<file path="config.mk">
export PLATFORM = sky130hd
export DESIGN_NAME = serial_rx_os16
export DESIGN_NICKNAME = d
export VERILOG_FILES = /design/src/rtl/serial_rx_pkg.sv /design/src/rtl/rx_bit_timer.sv /design/src/rtl/rx_capture.sv /design/src/rtl/rx_holding.sv /design/src/rtl/serial_rx_os16.sv
export SDC_FILE = /design/constraint.sdc
export NUM_CORES = 1
export LEC_CHECK = 0
export ABC_AREA = 0
export BUFFER_PORTS_ARGS = -buffer_cell sky130_fd_sc_hd__buf_2
export CORE_MARGIN = 3
export CORE_UTILIZATION = 29
export CTS_BUF_LIST = sky130_fd_sc_hd__clkbuf_16
export DETAILED_ROUTE_END_ITERATION = 16
export RECOVER_POWER = 100
export SLEW_MARGIN = 20
export SYNTH_ARGS = -nofsm -noshare
export SYNTH_HDL_FRONTEND = slang
export SYNTH_SLANG_ARGS = --single-unit
</file>
<file path="constraint.sdc">
create_clock -name clk -period 5.1 [get_ports clk]
set_input_delay 1.275 -clock clk [delete_from_list [all_inputs] [get_ports clk]]
set_output_delay 1.275 -clock clk [all_outputs]
set_load 0.02 [all_outputs]
</file>
<file path="src/rtl/serial_rx_pkg.sv">
package serial_rx_pkg;

  typedef enum logic [1:0] {
    RX_IDLE  = 2'd0,
    RX_START = 2'd1,
    RX_BITS  = 2'd2,
    RX_HOLD  = 2'd3
  } rx_state_e;

  // Mismatch between received parity and the mode: data_xor is the XOR of all data bits.
  function automatic logic parity_bad(input logic data_xor, input logic pbit, input logic odd);
    return data_xor ^ pbit ^ odd;
  endfunction

endpackage

</file>
<file path="src/rtl/rx_bit_timer.sv">
module rx_bit_timer
  import serial_rx_pkg::*;
#(
  parameter int OSR   = 16,
  parameter int IDX_W = 4
) (
  input  logic             clk,
  input  logic             rst_n,
  input  logic             tick,
  input  logic             rxd,
  input  logic [IDX_W-1:0] last_idx,
  output logic             start_ok,
  output logic             start_fail,
  output logic             samp_evt,
  output logic [IDX_W-1:0] samp_idx,
  output logic             stop_evt
);

  localparam int CNT_W = $clog2(OSR);
  localparam int HALF  = OSR / 2;

  rx_state_e        state;
  logic [CNT_W-1:0] cnt;
  logic [IDX_W-1:0] idx;
  logic             at_half;

  assign at_half    = (state == RX_START) && tick && (cnt == CNT_W'(HALF - 1));
  assign start_ok   = at_half && !rxd;
  assign start_fail = at_half && rxd;
  assign samp_evt   = (state == RX_BITS) && tick && (cnt == CNT_W'(OSR - 1));
  assign samp_idx   = idx;
  assign stop_evt   = samp_evt && (idx == last_idx);

  always_ff @(posedge clk or negedge rst_n) begin
    if (!rst_n) begin
      state <= RX_IDLE;
      cnt   <= '0;
      idx   <= '0;
    end else if (tick) begin
      unique case (state)
        RX_IDLE: begin
          if (!rxd) begin
            state <= RX_START;
            cnt   <= '0;
          end
        end
        RX_START: begin
          if (at_half) begin
            state <= rxd ? RX_IDLE : RX_BITS;
            cnt   <= '0;
            idx   <= '0;
          end else begin
            cnt <= cnt + 1'b1;
          end
        end
        RX_BITS: begin
          if (samp_evt) begin
            cnt <= '0;
            idx <= idx + 1'b1;
            if (stop_evt) state <= rxd ? RX_IDLE : RX_HOLD;
          end else begin
            cnt <= cnt + 1'b1;
          end
        end
        RX_HOLD: begin
          if (rxd) state <= RX_IDLE;
        end
        default: state <= RX_IDLE;
      endcase
    end
  end

endmodule

</file>
<file path="src/rtl/rx_capture.sv">
module rx_capture #(
  parameter int DATA_W = 8,
  parameter int IDX_W  = 4
) (
  input  logic              clk,
  input  logic              rst_n,
  input  logic              start_ok,
  input  logic              samp_evt,
  input  logic [IDX_W-1:0]  samp_idx,
  input  logic              rxd,
  input  logic [IDX_W-1:0]  data_len,
  input  logic              par_en,
  output logic [DATA_W-1:0] word,
  output logic              par_bit
);

  for (genvar gi = 0; gi < DATA_W; gi++) begin : g_bit
    logic hit;
    assign hit = samp_evt && (samp_idx == IDX_W'(gi)) && (samp_idx < data_len);
    always_ff @(posedge clk or negedge rst_n) begin
      if (!rst_n)        word[gi] <= 1'b0;
      else if (start_ok) word[gi] <= 1'b0;
      else if (hit)      word[gi] <= rxd;
    end
  end

  always_ff @(posedge clk or negedge rst_n) begin
    if (!rst_n)                                          par_bit <= 1'b0;
    else if (start_ok)                                   par_bit <= 1'b0;
    else if (samp_evt && par_en && samp_idx == data_len) par_bit <= rxd;
  end

endmodule

</file>
<file path="src/rtl/rx_holding.sv">
module rx_holding #(
  parameter int DATA_W = 8
) (
  input  logic              clk,
  input  logic              rst_n,
  input  logic              char_done,
  input  logic              stop_bad,
  input  logic              rxd,
  input  logic              rd_en,
  input  logic [DATA_W-1:0] word,
  input  logic              par_err_now,
  output logic [DATA_W-1:0] rd_data,
  output logic              buf_full,
  output logic              err_frame,
  output logic              err_parity,
  output logic              err_overrun
);

  always_ff @(posedge clk or negedge rst_n) begin
    if (!rst_n) begin
      rd_data     <= '0;
      buf_full    <= 1'b0;
      err_parity  <= 1'b0;
      err_overrun <= 1'b0;
    end else if (char_done) begin
      rd_data     <= word;
      buf_full    <= 1'b1;
      err_parity  <= par_err_now;
      err_overrun <= buf_full && !rd_en;
    end else if (rd_en) begin
      buf_full    <= 1'b0;
      err_overrun <= 1'b0;
    end
  end

  always_ff @(posedge clk or negedge rst_n) begin
    if (!rst_n)        err_frame <= 1'b0;
    else if (stop_bad) err_frame <= 1'b1;
    else if (rxd)      err_frame <= 1'b0;
  end

endmodule

</file>
<file path="src/rtl/serial_rx_os16.sv">
module serial_rx_os16
  import serial_rx_pkg::*;
#(
  parameter int OSR      = 16,
  parameter int DATA_MAX = 8
) (
  input  logic                clk,
  input  logic                rst_n,
  input  logic                tick16,
  input  logic                rxd,
  input  logic                cfg_len8,
  input  logic                cfg_par_en,
  input  logic                cfg_par_odd,
  input  logic                rd_en,
  output logic [DATA_MAX-1:0] rd_data,
  output logic                buf_full,
  output logic                err_frame,
  output logic                err_parity,
  output logic                err_overrun
);

  localparam int IDX_W = $clog2(DATA_MAX + 2);

  logic [IDX_W-1:0]    data_len;
  logic [IDX_W-1:0]    last_idx;
  logic                start_ok;
  logic                start_fail;
  logic                samp_evt;
  logic [IDX_W-1:0]    samp_idx;
  logic                char_done;
  logic                stop_bad;
  logic [DATA_MAX-1:0] word;
  logic                par_bit;
  logic                par_err_now;

  assign data_len    = cfg_len8 ? IDX_W'(DATA_MAX) : IDX_W'(DATA_MAX - 1);
  assign last_idx    = data_len + IDX_W'(cfg_par_en);
  assign stop_bad    = char_done && !rxd;
  assign par_err_now = cfg_par_en && parity_bad(^word, par_bit, cfg_par_odd);

  rx_bit_timer #(.OSR(OSR), .IDX_W(IDX_W)) u_timer (
    .clk        (clk),
    .rst_n      (rst_n),
    .tick       (tick16),
    .rxd        (rxd),
    .last_idx   (last_idx),
    .start_ok   (start_ok),
    .start_fail (start_fail),
    .samp_evt   (samp_evt),
    .samp_idx   (samp_idx),
    .stop_evt   (char_done)
  );

  rx_capture #(.DATA_W(DATA_MAX), .IDX_W(IDX_W)) u_capture (
    .clk      (clk),
    .rst_n    (rst_n),
    .start_ok (start_ok),
    .samp_evt (samp_evt),
    .samp_idx (samp_idx),
    .rxd      (rxd),
    .data_len (data_len),
    .par_en   (cfg_par_en),
    .word     (word),
    .par_bit  (par_bit)
  );

  rx_holding #(.DATA_W(DATA_MAX)) u_holding (
    .clk         (clk),
    .rst_n       (rst_n),
    .char_done   (char_done),
    .stop_bad    (stop_bad),
    .rxd         (rxd),
    .rd_en       (rd_en),
    .word        (word),
    .par_err_now (par_err_now),
    .rd_data     (rd_data),
    .buf_full    (buf_full),
    .err_frame   (err_frame),
    .err_parity  (err_parity),
    .err_overrun (err_overrun)
  );

endmodule

</file>
## After elaboration in Yosys (flattened, before gate mapping)

Index checks and enable logic that the tools add are counted.

| operators by class | value |
|---|---|
| equal/unequal tests | 19 |
| muxes and demuxes | 39 |
| reductions and logical operators | 48 |
| add/subtract/negate cells | 3 |
| bitwise gates (word level) | 2 |
| order comparisons | 1 |

Operators by type and width:

| kind | count |
|---|---|
| logical AND 1 bit | 27 |
| two-way mux 4 bit | 6 |
| nonzero test 2 bit | 12 |
| two-way mux 1 bit | 23 |
| equality test 4 x 3 -> 1 bit (second input constant) | 5 |
| two-way mux 2 bit | 7 |
| one-hot mux 4 bit (3 select lines) | 1 |
| adder 4 x 1 -> 4 bit (second input constant) | 2 |
| equality test 4 x 2 -> 1 bit (second input constant) | 2 |
| equality test 4 bit | 2 |
| one-hot mux 2 bit (4 select lines) | 1 |
| one-hot mux 4 bit (2 select lines) | 1 |
| XOR reduction 8 bit | 1 |
| != test 2 bit (second input constant) | 3 |
| AND reduction 6 bit | 1 |
| adder 4 x 1 -> 4 bit | 1 |
| equality test 2 bit (second input constant) | 2 |
| equality test 4 x 1 -> 1 bit (second input constant) | 1 |
| equality test 4 bit (second input constant) | 1 |
| zero test 4 bit | 1 |
| < comparator 4 bit | 1 |
| != test 2 x 1 -> 1 bit (second input constant) | 2 |
| AND reduction 4 bit | 1 |
| AND reduction 3 bit | 1 |
| other kinds (5) | 7 |

| storage, ports and cells | value |
|---|---|
| register bits after elaboration | 31 |
| logic and storage cells | 129 |
| input bits | 8 |

## Depth between registers and ports, before layout

Gate-level depths: netlist (run 1).

| depth | value |
|---|---|
| depth in word-level cells | 7 |
| depth in mapped cells | 8 |
| gate-level depth less buffers | 7 |

## Modules after synthesis

From an unflattened synthesis (run 1), not the netlist that was laid out.

| unflattened totals | value |
|---|---|
| cells, all modules | 190 |
| area total of the unflattened synthesis | 1970.6 um^2 |

Modules (own cells, without submodules):

| module | cells each | instances | area an instance (um^2) |
|---|---|---|---|
| rx_bit_timer | 88 | 1 | 755.7 |
| rx_capture | 58 | 1 | 600.6 |
| rx_holding | 28 | 1 | 480.5 |
| serial_rx_os16 | 16 | 1 | 133.9 |

## Worst setup path before layout (run 1)

OpenSTA, ideal clock, no wires.

| path | value |
|---|---|
| kind | input -> register |
| start point | input cfg_len8 |
| end point | register u_timer.state[1] |
| data arrival time | 2511 ps |
| setup time | 125 ps |
| setup slack | 2464 ps |
| required time | 4975 ps |
| stages | 7 |
| path buffers | 0 |
| cell sequence | inv_1 > ha_1 > and4b_4 > o21ai_4 > nor2_2 > o21ai_2 > mux2_4 |

| between the ends | value |
|---|---|
| word-level cells in the longest chain between the ends | 6 |

Ends and longest elaborated chain:

| element | RTL line | source |
|---|---|---|
| start: declaration | serial_rx_os16.sv:11 | `input logic cfg_len8,` |
| two-way mux 4 bit | serial_rx_os16.sv:36 | `assign data_len = cfg_len8 ? IDX_W'(DATA_MAX) : IDX_W'(DATA_MAX - 1);` |
| adder 4 x 1 -> 4 bit | serial_rx_os16.sv:37 | `assign last_idx = data_len + IDX_W'(cfg_par_en);` |
| equality test 4 bit | rx_bit_timer.sv:32 | `assign stop_evt = samp_evt && (idx == last_idx);` |
| logical AND 1 bit | rx_bit_timer.sv:32 |  |
| != test 2 bit (no source line) | - |  |
| AND reduction 6 bit (no source line) | - |  |
| end signal: assignment | rx_bit_timer.sv:49 | `state <= rxd ? RX_IDLE : RX_BITS;` |
| end signal: assignment | rx_bit_timer.sv:60 | `if (stop_evt) state <= rxd ? RX_IDLE : RX_HOLD;` |
| end: declaration | rx_bit_timer.sv:22 | `rx_state_e state;` |

Every way passes these cells.
A chain may end at the register's enable or synchronous reset.

## Worst setup path in the final report (run 1)

| path | value |
|---|---|
| start point | input cfg_len8 |
| end point | register u_holding.rd_data[2] |

| between the ends | value |
|---|---|
| word-level cells in the longest chain between the ends | 4 |

Ends and longest elaborated chain:

| element | RTL line | source |
|---|---|---|
| two-way mux 4 bit | serial_rx_os16.sv:36 |  |
| adder 4 x 1 -> 4 bit | serial_rx_os16.sv:37 |  |
| equality test 4 bit | rx_bit_timer.sv:32 |  |
| logical AND 1 bit | rx_bit_timer.sv:32 |  |
| end signal: assignment | rx_holding.sv:26 | `rd_data <= word;` |
| end: declaration | rx_holding.sv:12 | `output logic [DATA_W-1:0] rd_data,` |

Every way passes these cells.

==> metrics.cfg, run 1 <==
[run_status]
status=finished, violations left
violations=capacitance limit, slew limit

[power_and_ir_drop]
p_leak_nw=1.03
power_density_nw_per_um2=358
vdd_drop_max_uv=146

[synth]
syn_area_sq_um=1970
synth_nets=208
yosysMostFrequentCell=dfrtp_1
synth.area.top_cells=dfrtp_1 39%, ha_1 10%, mux2_1 4.6%
synth.distinct_cells=49
yosysTopAreaCellShare=0.393
synth_top_area_cell=dfrtp_1
yosysSeqAreaShare=0.393
ys.warnings.count=0
syn_avg_cell_area_sq_um=10.7
postSynth.asyncResetShare=1.00
yosys-top-cells-count=31 x dfrtp_1, 16 x ha_1, 12 x nor2_1
synth-seq-cells=31
synth_edf_count=0
synth_ff_type=dfrtp_1
synthCells=184

[critical_path]
worstSetupPathType=in2reg
cp.required_ns=5.25
crit_arrival_ns=3.41
cp-end-kind=register
cp_max_fo=10
start_kind=primary input

[finish]
fin_util=0.342
nNetsFinal=228
finalNonFillerCells=281
syn2layout_area_growth_pct=11.9
antenna_cells=0
drive_gt1_frac=0.108

[detailed_routing]
remaining_drc_errors=0
first_pass_iters=4
routed_via_density=5.00
num_vias=1405
routed_wl_mm=3.85
wl_per_cell_um=13.7
drtAntennaViolNets=0
drtIter0Drc=44

[clock_network]
cts_setup_buffers=0
worst_setup_hold_path_clk_slew_ns=0.05
root_buffer=clkbuf_16
clk_latency_ns=0.28
cts_tree=built
cts_max_path_buffers=2
htreeDepth=2
cts-resized-gates=0
cts_made_buffers=5
clock-sinks=31
cts-hold-fix-buffers=0

[floorplanning]
fp.dieW_um=88.5
io_pins=20
rows=29
die-area_sq_um=7830
die_y_um=88.5
core-area_sq_um=6460
start_util=0.306

[sta]
setup_viol=0
slew_headroom=-0.138
finClkSkew_ns=0.00809
tns_ns=0
rsz0062_at_grt=no
worst_slew_pin_slew_ns=1.71
timing.final.crit_period_ns=3.26
worst_slack_ns=1.84
maxSlewViolCount=32
fmax_mhz=307
fin_crit_sh=0.639
hold_viol_final=0

[placed_design]
place_congestion=0.789
place_ws_ns=2.22
hpwl_mm=2.83
place_inst=274
io_buffers=19

[grt]
globalRouteOverflowTotal=0
grtUsageTotal=0.113
grt_antenna_before_repair=0
grt_max_degree=32
grt_pass1_wl_mm=6.82
grt_pass1_vias=1437

[run]
cap_violations=1

[hold_path]
min_path_type=reg2reg

-- stage by stage --
step | cell area, sq um | hold WS, ns | power [mW]
after floorplan | 1970 | 0.485 | 0.441
after global placement | 2120 | 0.464 | 0.485
after detailed placement | 2120 | 0.469 | 0.487
after CTS | 2280 | 0.480 | 0.818
after global routing | 2210 | 0.509 | 0.844
final | 2210 | 0.478 | 0.791
-- cell usage in the layout, fill, tap and decap left out, drive strengths merged, types with 9 or more instances in the layout --
| cell | count |
|---|---|
| o21ai | 10 |
| clkbuf | 20 |
| inv | 11 |
| xnor2 | 9 |
| dfrtp | 31 |
| ha | 16 |
| mux2 | 9 |
| nor2 | 15 |
| nand2 | 9 |
-- registers in the layout (all words and copies together) (netlist names) --
| name | cells |
|---|---|
| u_holding.buf_full | 1 |
| u_holding.err_overrun | 1 |
| u_timer.cnt | 4 |
| u_capture.par_bit | 1 |
| u_timer.samp_idx | 4 |
| u_timer.state | 2 |
| u_holding.err_parity | 1 |
| u_capture.word | 8 |
| u_holding.rd_data | 8 |
| u_holding.err_frame | 1 |
-- final cells by class --
| cell class | instances | area (sq um) |
|---|---|---|
| Clock buffer | 5 | 125 |
| Clock inverter | 2 | 33.8 |
| Fill cell | 679 | 4250 |
| Inverter | 10 | 37.5 |
| Multi-Input combinational cell | 137 | 1060 |
| Sequential cell | 31 | 776 |
| Tap cell | 77 | 96.3 |
| Timing Repair Buffer | 19 | 76.3 |
-- power by group --
group | internal (mW) | leakage, nW | switching, mW
combinational | 0.0658 | 0.519 | 0.110
clock | 0.225 | 0.0811 | 0.103
sequential | 0.263 | 0.430 | 0.0239
total | 0.554 | 1.03 | 0.237
-- critical path, stage by stage --
cell	delay, ns
clkbuf_1	0.14
inv_1	0.10
ha_1	0.25
nor4b_4	0.20
o21ai_0	0.29
nor2_1	0.76
mux2_1	0.39
-- worst paths after layout --
check	from	endpoint	slack, ns	depth (start not counted)
min	u_holding.rd_data[3]	u_holding.rd_data[3]	0.48	1
min in group asynchronous	rst_n	u_timer.cnt[1]	1.44	1
max reg2reg	u_timer.samp_idx[1]	u_capture.word[2]	2.44	6
max in group asynchronous	rst_n	u_holding.rd_data[5]	2.67	1
max	cfg_len8	u_holding.rd_data[2]	1.84	7
min reg2reg	u_holding.rd_data[3]	u_holding.rd_data[3]	0.48	1
-- logic make-up (layout without fill, tap and decap cells) --
| family | count (synthesis) | in the layout | share of synthesized area |
|---|---|---|---|
| adders and majority gates | 16 | 16 | 0.101 |
| and+or+nand+nor | 57 | 57 | 0.187 |
| xor gates and xnor gates | 10 | 10 | 0.0482 |
| buffers and inverters | 16 | 36 | 0.0406 |
| DFF | 31 | 31 | 0.393 |
| muxes | 12 | 12 | 0.0685 |
| AOI/OAI and AO/OA | 42 | 42 | 0.161 |
-- per-layer routing --
metal | vias up | share of wire | global-route usage
li1 | 697 | - | -
met1 | 679 | 0.48 | 0.145
met2 | 22 | 0.46 | 0.182
met3 | 7 | 0.044 | 0.0279
met4 | 0 | 0.016 | 0.0453
met5 | - | 0 | 0
(Power assumes the default switching activity.)
==> run 2, diff against run 1 <==
--- a/config.mk
+++ b/config.mk
@@ -5,7 +5,7 @@
 export SDC_FILE = /design/constraint.sdc
 export NUM_CORES = 1
 export LEC_CHECK = 0
-export ABC_AREA = 0
+export ABC_AREA = 1
 export BUFFER_PORTS_ARGS = -buffer_cell sky130_fd_sc_hd__buf_2
 export CORE_MARGIN = 3
 export CORE_UTILIZATION = 29
==> constraint.sdc (replaced) <==
create_clock -name clk -period 3.3 [get_ports clk]
set_input_delay 0.825 -clock clk [delete_from_list [all_inputs] [get_ports clk]]
set_output_delay 0.825 -clock clk [all_outputs]
set_load 0.02 [all_outputs]
==> run 2 against run 1 <==
Compared with the run above: the run still ends with capacitance limit, slew limit left; non-clock buffer count stayed put; via count increased by 11%; register-to-register slack got worse by 1.4 ns; setup slack got worse by 0.83 ns; synthesized cell count up 32%; critical path type is now reg2reg; design area down 0.57%.
==> metrics.cfg, run 2 <==
[run_status]
status=finished, violations left
violations=capacitance limit, slew limit

[power_and_ir_drop]
power_density_nw_per_um2=504
p_leak_nw=1.09
vdd_drop_max_uv=180

[floorplanning]
io_pins=20
die_y_um=88.7
rows=29
start_util=0.305
core-area_sq_um=6490
fp.dieW_um=88.7
die-area_sq_um=7870

[synth]
ys.warnings.count=0
syn_area_sq_um=1980
synth.distinct_cells=27
syn_avg_cell_area_sq_um=8.16
synthCells=243
yosysMostFrequentCell=nand2_1
synth-seq-cells=31
postSynth.asyncResetShare=1.00
synth_edf_count=0
synth_top_area_cell=dfrtp_1
yosysSeqAreaShare=0.391
synth.area.top_cells=dfrtp_1 39%, ha_1 10%, nand2_1 9.5%
synth_ff_type=dfrtp_1
synth_nets=267
yosys-top-cells-count=50 x nand2_1, 39 x inv_1, 35 x nand3_1
yosysTopAreaCellShare=0.391

[placed_design]
place_congestion=0.811
dpl_cell_area_sq_um=2140
hpwl_mm=2.86
io_buffers=19
place_inst=335

[clock_network]
clock-sinks=31
cts_max_path_buffers=2
cts-resized-gates=0
cts_tree=built
htreeDepth=2
cts_made_buffers=5
worst_setup_hold_path_clk_slew_ns=0.05
clk_latency_ns=0.28
cts_setup_buffers=0
cts-hold-fix-buffers=0
root_buffer=clkbuf_16

[grt]
grt_pass1_wl_mm=6.74
globalRouteOverflowTotal=0
grt_max_degree=32
grt_antenna_before_repair=0
grtUsageTotal=0.111
grt_pass1_vias=1498

[finish]
syn2layout_area_growth_pct=10.7
drive_gt1_frac=0.0642
antenna_cells=0
finalNonFillerCells=342
nNetsFinal=289
mostFrequentLayoutCells=52 x nand2_1, 40 x inv_1, 35 x nand3_1
finish.instance_area_sq_um=2200
top_regs=u_capture.word: 8 flops, u_holding.rd_data: 8 flops
final_common_cell=nand2_1

[sta]
tns_ns=0
timing.final.crit_period_ns=2.29
hold_viol_final=0
worst_slew_pin_slew_ns=1.74
finClkSkew_ns=0.00359
rsz0062_at_grt=no
maxSlewViolCount=32
setup_viol=0
fin_hold_ws_ns=0.474
fin_crit_sh=0.694
fmax_mhz=437
slew_headroom=-0.157

[critical_path]
cp.required_ns=3.47
cp_max_fo=23
r2r_slack_ns=1.01
timing.rr.start=u_timer.state[0]
cp-end-kind=register
start_kind=register
worstSetupPathType=reg2reg
critical_path.startpoint=u_timer.state[0]
crit_arrival_ns=2.46

[detailed_routing]
remaining_drc_errors=0
drtIter0Drc=43
routed_via_density=4.56
routed_wl_mm=3.87
num_vias=1559
wl_per_cell_um=11.3
drtAntennaViolNets=0
first_pass_iters=4

[hold_path]
worstHoldStart=u_holding.err_parity
min_path_type=reg2reg

[run]
cap_violations=1

run 2: cell types whose count changed in the layout (fill, tap and decap cells not counted), sizes merged, moves of 4 or more:
cell,before,now
inv,11,41
o21ai,10,26
a41o,6,0
and2,6,0
mux2,9,0
xnor2,9,2
a31oi,6,0
xor2,1,5
nand3,6,35
nand2,9,53
run 2: final timing paths:
kind,to,cells after the start
max in group asynchronous,u_holding.rd_data[2],1
worst max-delay path,u_timer.state[0],9
worst min register to register,u_holding.err_parity,2
min in group asynchronous,u_holding.rd_data[1],1
worst max register to register,u_timer.state[0],9
worst min-delay path,u_holding.err_parity,2
run 2: routing by layer:
layer	vias up	part of all wire	track usage
met3	9	0.052	0.0372
met1	697	0.48	0.135
met4	0	0.019	0.0453
li1	825	-	-
met2	28	0.45	0.179
met5	-	0	0
run 2: per-stage QoR:
stage / setup slack [ns] / power (mW) / util
2_1_floorplan: 1.38 / 0.640 / -
3_3_place_gp: 0.852 / 0.700 / 0.329
3_5_place_dp: 0.787 / 0.705 / 0.329
4_1_cts: 0.906 / 1.15 / 0.349
5_1_grt: 0.668 / 1.19 / 0.338
6_report: 1.01 / 1.11 / 0.338
run 2: worst max-delay path, stage by stage (launching register included):
cell     delay [ns]
dfrtp_1        0.43
inv_1          0.13
ha_1           0.29
nand2_1        0.14
nor3_4         0.39
nand4_4        0.38
nand2_1        0.22
nand2_1        0.09
nand2_1        0.06
nand2_1        0.05
run 2: where the power goes:
group,total [mW],internal (mW),leakage [nW],switching [mW]
logic,0.236,0.0805,0.602,0.156
registers,0.433,0.403,0.425,0.0307
clock network,0.436,0.271,0.0671,0.165
run 2: area by class of cell:
cell class / count / area [sq um]
Sequential cell: 31 / 776
Clock inverter: 2 / 8.76
Multi-Input combinational cell: 167 / 958
Inverter: 41 / 154
Tap cell: 77 / 96.3
Timing Repair Buffer: 19 / 77.6
Fill cell: 706 / 4300
Clock buffer: 5 / 125
run 2: kinds of logic after synthesis:
logic type | synth area share
and+or+nand+nor | 0.266
buffers and inverters | 0.0972
AOI/OAI and AO/OA | 0.109
xor gates and xnor gates | 0.0309
muxes | 0.00505
DFF | 0.391
adders and majority gates | 0.101
==> run 3, diff against run 2 <==
==> constraint.sdc (replaced) <==
create_clock -name clk -period 2.3 [get_ports clk]
set_input_delay 0.575 -clock clk [delete_from_list [all_inputs] [get_ports clk]]
set_output_delay 0.575 -clock clk [all_outputs]
set_load 0.02 [all_outputs]
==> run 3 against run 2 <==
Compared with the run above: the flow still finishes with violations (capacitance limit, slew limit); setup slack worse by 0.67 ns; design area up 1.7%; sequential cell count unchanged; sequential power up 44%; fmax up 17%; routed wire length about the same; non-clock buffer count up 2; critical path type unchanged.
==> metrics.cfg, run 3 (synthesis results as in run 2) <==
[sta]
worst_slack_ns=0.342
fin_crit_sh=0.852
rsz0062_at_grt=no
maxSlewViolCount=32
fmax_mhz=511
hold_viol_final=0
tns_ns=0
finClkSkew_ns=0.00391
slew_headroom=-0.124
timing.final.crit_period_ns=1.96
worst_slew_pin_slew_ns=1.69
setup_viol=0

[clock_network]
htreeDepth=2
root_buffer=clkbuf_16
clk_latency_ns=0.28
cts_max_path_buffers=2
cts_setup_buffers=0
cts_tree=built
cts-hold-fix-buffers=0
worst_setup_hold_path_clk_slew_ns=0.05
cts-resized-gates=0
clock-sinks=31
cts_made_buffers=5

[grt]
globalRouteOverflowTotal=0
grt_max_degree=32
grt_pass1_wl_mm=6.73
grt_antenna_before_repair=0
grtUsageTotal=0.109
grt_pass1_vias=1523

[detailed_routing]
routed_wl_mm=3.87
drtAntennaViolNets=0
remaining_drc_errors=0
first_pass_iters=4
routed_via_density=4.59
num_vias=1582
wl_per_cell_um=11.2
drtIter0Drc=57

[run_status]
violations=capacitance limit, slew limit
status=finished, violations left

[placed_design]
io_buffers=19
place_ws_ns=0.305
hpwl_mm=2.88
dpl_cell_area_sq_um=2150
place_congestion=0.797

[critical_path]
start_kind=register
cp_max_fo=6
cp.required_ns=2.44
worstSetupPathType=reg2reg
worstRegToRegCells=9
crit_arrival_ns=2.10
cp-end-kind=register

[hold_path]
whs_path_depth=2
min_path_type=reg2reg

[finish]
top_regs=u_capture.word: 8 flops, u_holding.rd_data: 8 flops
mostFrequentLayoutCells=51 x nand2_1, 40 x inv_1, 35 x nand3_1
finish.instance_area_sq_um=2230
drive_gt1_frac=0.0784
fillCellCount=709
syn2layout_area_growth_pct=12.6
nNetsFinal=291
fin_util=0.344
antenna_cells=0
final_common_cell=nand2_1

[power_and_ir_drop]
power_mw=1.71
p_leak_nw=1.12
power_density_nw_per_um2=766
vdd_drop_max_uv=348

[floorplanning]
die-area_sq_um=7870
rows=29
io_pins=20
fp.dieW_um=88.7
core-area_sq_um=6490
start_util=0.305
die_y_um=88.7

[run]
cap_violations=1

## run 3: worst paths after layout
| kind | start | endpoint | slack, ns |
|---|---|---|---|
| max | u_timer.state[0] | u_timer.samp_idx[3] | 0.34 |
| max reg2reg | u_timer.state[0] | u_timer.samp_idx[3] | 0.34 |
| min | u_holding.rd_data[3] | u_holding.rd_data[3] | 0.48 |
| min reg2reg | u_holding.rd_data[3] | u_holding.rd_data[3] | 0.48 |
| min in group asynchronous | rst_n | u_capture.word[7] | 0.73 |
| max in group asynchronous | rst_n | u_timer.cnt[2] | 0.59 |
## run 3: per-stage QoR
stage               cells  hold WS, ns
floorplan             243        0.279
global placement      337        0.461
detailed placement    337        0.465
CTS                   345        0.381
global route          345        0.506
finish                345        0.480
## run 3: worst max-delay path, cell delays in order (launching register included)
cell and delay, ns:
dfrtp_1 0.43, inv_1 0.13, ha_1 0.29, nand2_1 0.14, inv_1 0.13, nand3_1 0.08, nand2_1 0.07, nand2_2 0.08
nor3_1 0.31, o21ai_0 0.16
## run 3: final cells by class
class	count	area [sq um]	area share
clock buffers	5	125	0.0560
clock inverters	3	38.8	0.0174
inverters	41	154	0.0689
multi-input cells	167	950	0.425
flip-flops and latches	31	776	0.347
well taps	77	96.3	0.0431
repair buffers	21	93.8	0.0420
## run 3: per-layer routing
metal	vias up	part of all wire	track usage
met4	0	0.016	0.0426
met2	24	0.44	0.175
met5	-	0	0
met1	720	0.50	0.136
li1	831	-	-
met3	7	0.042	0.0317
## run 3: report_power, final
| part | internal, mW | total (mW) | switching, mW | leakage, nW |
|---|---|---|---|---|
| clock | 0.504 | 0.746 | 0.241 | 0.0812 |
| sequential | 0.578 | 0.623 | 0.0451 | 0.425 |
| combinational | 0.117 | 0.342 | 0.225 | 0.613 |
| total | 1.20 | 1.71 | 0.511 | 1.12 |
